### src/rtl/lst_pkg.sv
package lst_pkg;
  localparam int unsigned CNT_W   = 8;
  localparam int unsigned CNT_MAX = (1 << CNT_W) - 1;

  typedef logic [CNT_W-1:0] cnt_t;

  // saturating increment of the mismatch count
  function automatic cnt_t sat_inc(input cnt_t v);
    if (v == cnt_t'(CNT_MAX)) return v;
    return v + cnt_t'(1);
  endfunction

  // level of every switching output for a given phase
  function automatic logic sso_level(input logic phase);
    return ~phase;
  endfunction
endpackage

### src/rtl/lst_sso_gen.sv
module lst_sso_gen
  import lst_pkg::*;
#(
  parameter int unsigned PIX_W = 24
) (
  input  logic             clk,
  input  logic             rst_n,
  input  logic             test_en,
  input  logic [PIX_W-1:0] pix_in,
  input  logic             hs_in,
  input  logic             vs_in,
  input  logic             de_in,
  output logic [PIX_W-1:0] pix_out,
  output logic             hs_out,
  output logic             vs_out,
  output logic             de_out
);
  localparam int unsigned BUS_W = PIX_W + 3;

  logic             phase_q;
  logic [BUS_W-1:0] bus_q;
  logic [BUS_W-1:0] bus_d;

  always_comb begin
    if (test_en) bus_d = {BUS_W{sso_level(phase_q)}};
    else         bus_d = {pix_in, hs_in, vs_in, de_in};
  end

  always_ff @(posedge clk) begin
    if (!rst_n) begin
      phase_q <= 1'b0;
      bus_q   <= '0;
    end else begin
      phase_q <= test_en ? ~phase_q : 1'b0;
      bus_q   <= bus_d;
    end
  end

  assign pix_out = bus_q[BUS_W-1:3];
  assign hs_out  = bus_q[2];
  assign vs_out  = bus_q[1];
  assign de_out  = bus_q[0];
endmodule

### config.mk
export PLATFORM = sky130hd
export DESIGN_NAME = lst_sso_gen
export DESIGN_NICKNAME = d
export VERILOG_FILES = /design/src/rtl/lst_pkg.sv /design/src/rtl/lst_sso_gen.sv
export SDC_FILE = /design/constraint.sdc
export NUM_CORES = 1
export LEC_CHECK = 0
export ABC_AREA = 0
export CORE_ASPECT_RATIO = 1.2
export CORE_MARGIN = 2
export CORE_UTILIZATION = 37
export DETAILED_ROUTE_END_ITERATION = 10
export MAX_ROUTING_LAYER = met4
export PLACE_DENSITY = 0.74
export SLEW_MARGIN = 15
export SYNTH_ARGS = -nofsm -noshare
export SYNTH_HDL_FRONTEND = slang
export SYNTH_SLANG_ARGS = --single-unit
### constraint.sdc
create_clock -name clk -period 1 [get_ports clk]
set_input_delay 0.1 -clock clk [delete_from_list [all_inputs] [get_ports clk]]
set_output_delay 0.1 -clock clk [all_outputs]
set_load 0.03 [all_outputs]
Word-level counts from Yosys, hierarchy flattened
Index checks and enable logic that the tools add are counted.

storage, ports and cells
  register bits = 28
  output and inout port bits = 27

operators by class
  multiplexer cells = 1
  bitwise logic cells = 1
  reduce and logical (&&, ||, !) cells = 1

operator list
  operator          count
  $mux 27           1
  $reduce_and 2->1  1
  $not 1->1         1

Logic depth before layout (Yosys ltp)
  word-level depth = 2
  gate-level depth with buffers = 5
  depth with buffers taken out = 2

Least setup slack after synthesis
OpenSTA, ideal clock, no wires.

  path kind = reg-to-reg
  from = reg phase_q
  to = reg bus_q[10]
  library setup time = 66 ps
  arrival = 761 ps
  slack = 172 ps
  cell stages (with the launch flop) = 5
  buffers on the path = 2
  cells stage by stage = dfxtp_1 nand2b_4 buf_6 buf_12 a21oi_2

between the ends
  longest elaborated chain between the ends = 2

ends and longest elaborated chain
  item                      line               text
  start: declaration        lst_sso_gen.sv:20  logic phase_q;
  start signal: assignment  lst_sso_gen.sv:34  phase_q <= test_en ? ~phase_q : 1'b0;
  $not 1->1                 lst_pkg.sv:15      return ~phase;
  $mux 27                   lst_sso_gen.sv:25  if (test_en) bus_d = {BUS_W{sso_level(phase_q)}};
  end signal: assignment    lst_sso_gen.sv:35  bus_q <= bus_d;
  end: declaration          lst_sso_gen.sv:21  logic [BUS_W-1:0] bus_q;

No other way between the ends.
A chain may end at the register's enable or synchronous reset.

Final worst setup path
  from = reg bus_q[17]
  to = out pix_out[14]

RTL lines
  item              line               text
  end: declaration  lst_sso_gen.sv:13  output logic [PIX_W-1:0] pix_out,

No word-level cell between the ends.

==> impl_metrics.ini <==
[clock_network]
insertion_delay_ns = 0.31
cts_hold_buf = 0
cts_sinks = 28
cts-root-buf = clkbuf_4
cts_tree = built
clk_pin_slew_worst_paths_ns = 0.13
clock_path_buffers = 2
cts_resized = 0
cts-buffers-inserted = 3
post-cts-setup-buffers = 0
htreeDepth = 1

[routing]
initialDrtViolationCount = 6
wl_um = 2090
routed-wl-met2_um = 1040
met3WireLength_um = 205
routed.top_layer = met4
dr.pass1.iters = 2
drc = 0
via_count = 814
m1WireLength_um = 829
wl_per_cell_um = 11.2
vias_per_cell = 4.38
ant_nets = 0

[worst_setup_path]
crit_path_cell_trace = buf_4
slowest_stage = dfxtp_1
rrSetupSlack_ns = 0.17
end_kind = output port
critical_path_required_ns = 0.90
critical_path_buf_inv_count = 1
startpoint_type = register
setup.worst_path.class = reg -> out
path_delay_family = flip-flops
crit_fanout = 1
arrival_ns = 0.83
critPathMaxStageDelay_ns = 0.36

[yosys]
ys_ff_latch = 28
synth_fp_nets = 123
ys.flop_type = dfxtp_1
syn_area_per_cell_um2 = 11.2
synth_commonest_cells = 28 x dfxtp_1, 27 x nand2b_1, 19 x a21oi_2, 8 x a21oi_1, 3 x buf_2
ys_seq_area_share_pct = 53.8
synth_top_area_share_pct = 53.8
synthTopCellsByArea = dfxtp_1 54%, nand2b_1 16%, a21oi_2 16%
ys.warnings.count = 0
synthMostInstantiatedCell = dfxtp_1
synthDistinctLibCells = 11
synth_edf_count = 0
netlist_instances = 93
yosys.area.top_type = dfxtp_1
netlist_area_um2 = 1040
ys_async_sr_fraction_pct = 0

[sta]
whs_ns = 0.339
tightest_slew_ns = 0.208
rsz0062_at_grt = no
slew_viol_final = 0
fin_crit_ns = 0.925
period_share_pct = 92.5
hold_viol_final = 0
skew_ns = 0.00467
finalSetupViolations = 0
fmax_ghz = 1.08
relSlewSlack_pct = 86.1

[outcome]
status = finished, final reports clean

[layout]
area_delta_synth_final_pct = 56.4
multiInputGateArea_um2 = 395
final_util_pct = 59.6
fill_cells = 234
seq_area_um2 = 561
antenna_cells = 0
layout-drive-gt1-share_pct = 39.5
finalNetCount = 184

[global_route]
grt_max_degree = 21
antenna_found_initial = 0
grt-ovfl-total = 0
grtUsageTotal_pct = 13.6
grt_pass1_wl_um = 3360
grt_pass1_vias = 827

[floorplan]
num_rows = 21
die_h_um = 62.1
io_pins = 57
die_x_um = 52.4
start_util_pct = 38.1
coreArea_um2 = 2730
die_area_um2 = 3260

[power_and_ir_drop]
vdd_drop_max_mv = 0.672
power.density_nw_per_um2 = 1400
p_leak_uw = 0.000675

[placed_design]
place.gp.congestion = 0.723
io_buffer_count = 56
dpl.hpwl_um = 1610

[worst_hold_path]
hp-class = in -> reg

[job]
maxCapViolCount = 0
## cells by family (layout without fill, tap and decap cells)
logic type,after synthesis,after routing,synth area share (%)
AND/OR/NAND/NOR,29,29,18.1
buffers and inverters,9,68,8.17
AO/OA/AOI/OAI,27,27,19.8
flip-flops,28,28,53.8
## flip-flops by register name, summed over array words and instances, names as in the netlist
name	cells
bus_q	27
phase_q	1
## path summary, 6_finish.rpt
check / startpoint / to / cells after the start
worst max register to register: phase_q / bus_q[23] / 3
worst min register to register: phase_q / phase_q / 3
worst min-delay path: pix_in[22] / bus_q[25] / 3
worst max-delay path: bus_q[17] / pix_out[14] / 1
## cell usage in the layout (no fill, tap or decap), drive strengths merged
cell type       n
dfxtp          28
clkdlybuf4s50  29
nor2            1
a21oi          27
buf            35
clkbuf          3
nand2b         28
inv             1
## layout make-up
| class | count | area share, % |
|---|---|---|
| repair buffers | 64 | 37.0 |
| clock buffers | 3 | 1.38 |
| well taps | 34 | 2.61 |
| inverters | 1 | 0.231 |
| flip-flops and latches | 28 | 34.4 |
| multi-input cells | 56 | 24.3 |
## metal layers
| layer | track usage (%) | up-vias |
|---|---|---|
| li1 | - | 417 |
| met1 | 14.8 | 357 |
| met2 | 23.4 | 38 |
| met3 | 3.13 | 2 |
| met4 | 4.81 | 0 |
| met5 | - | - |
## power by group
part,leakage [uW],switching [uW],internal (uW)
sequential,0.000234,22.2,1200
combinational,0.000428,312,307
clock,0.0000138,296,141
total,0.000675,630,1640
## stage by stage
| stage | instances | worst slack, ns | total power [uW] | instance area [um2] | TNS, ns |
|---|---|---|---|---|---|
| finish | 186 | 0.0750 | 2270 | 1630 | 0 |
| global route | 186 | 0.0241 | 2400 | 1630 | 0 |
| CTS | 186 | 0.0525 | 2310 | 1630 | 0 |
| detailed placement | 183 | -0.190 | 1870 | 1610 | -4.63 |
| global placement | 183 | -0.167 | 1860 | 1610 | -4.09 |
| floorplan | 93 | 0.172 | 1590 | 1040 | 0 |
(Power assumes the default switching activity.)
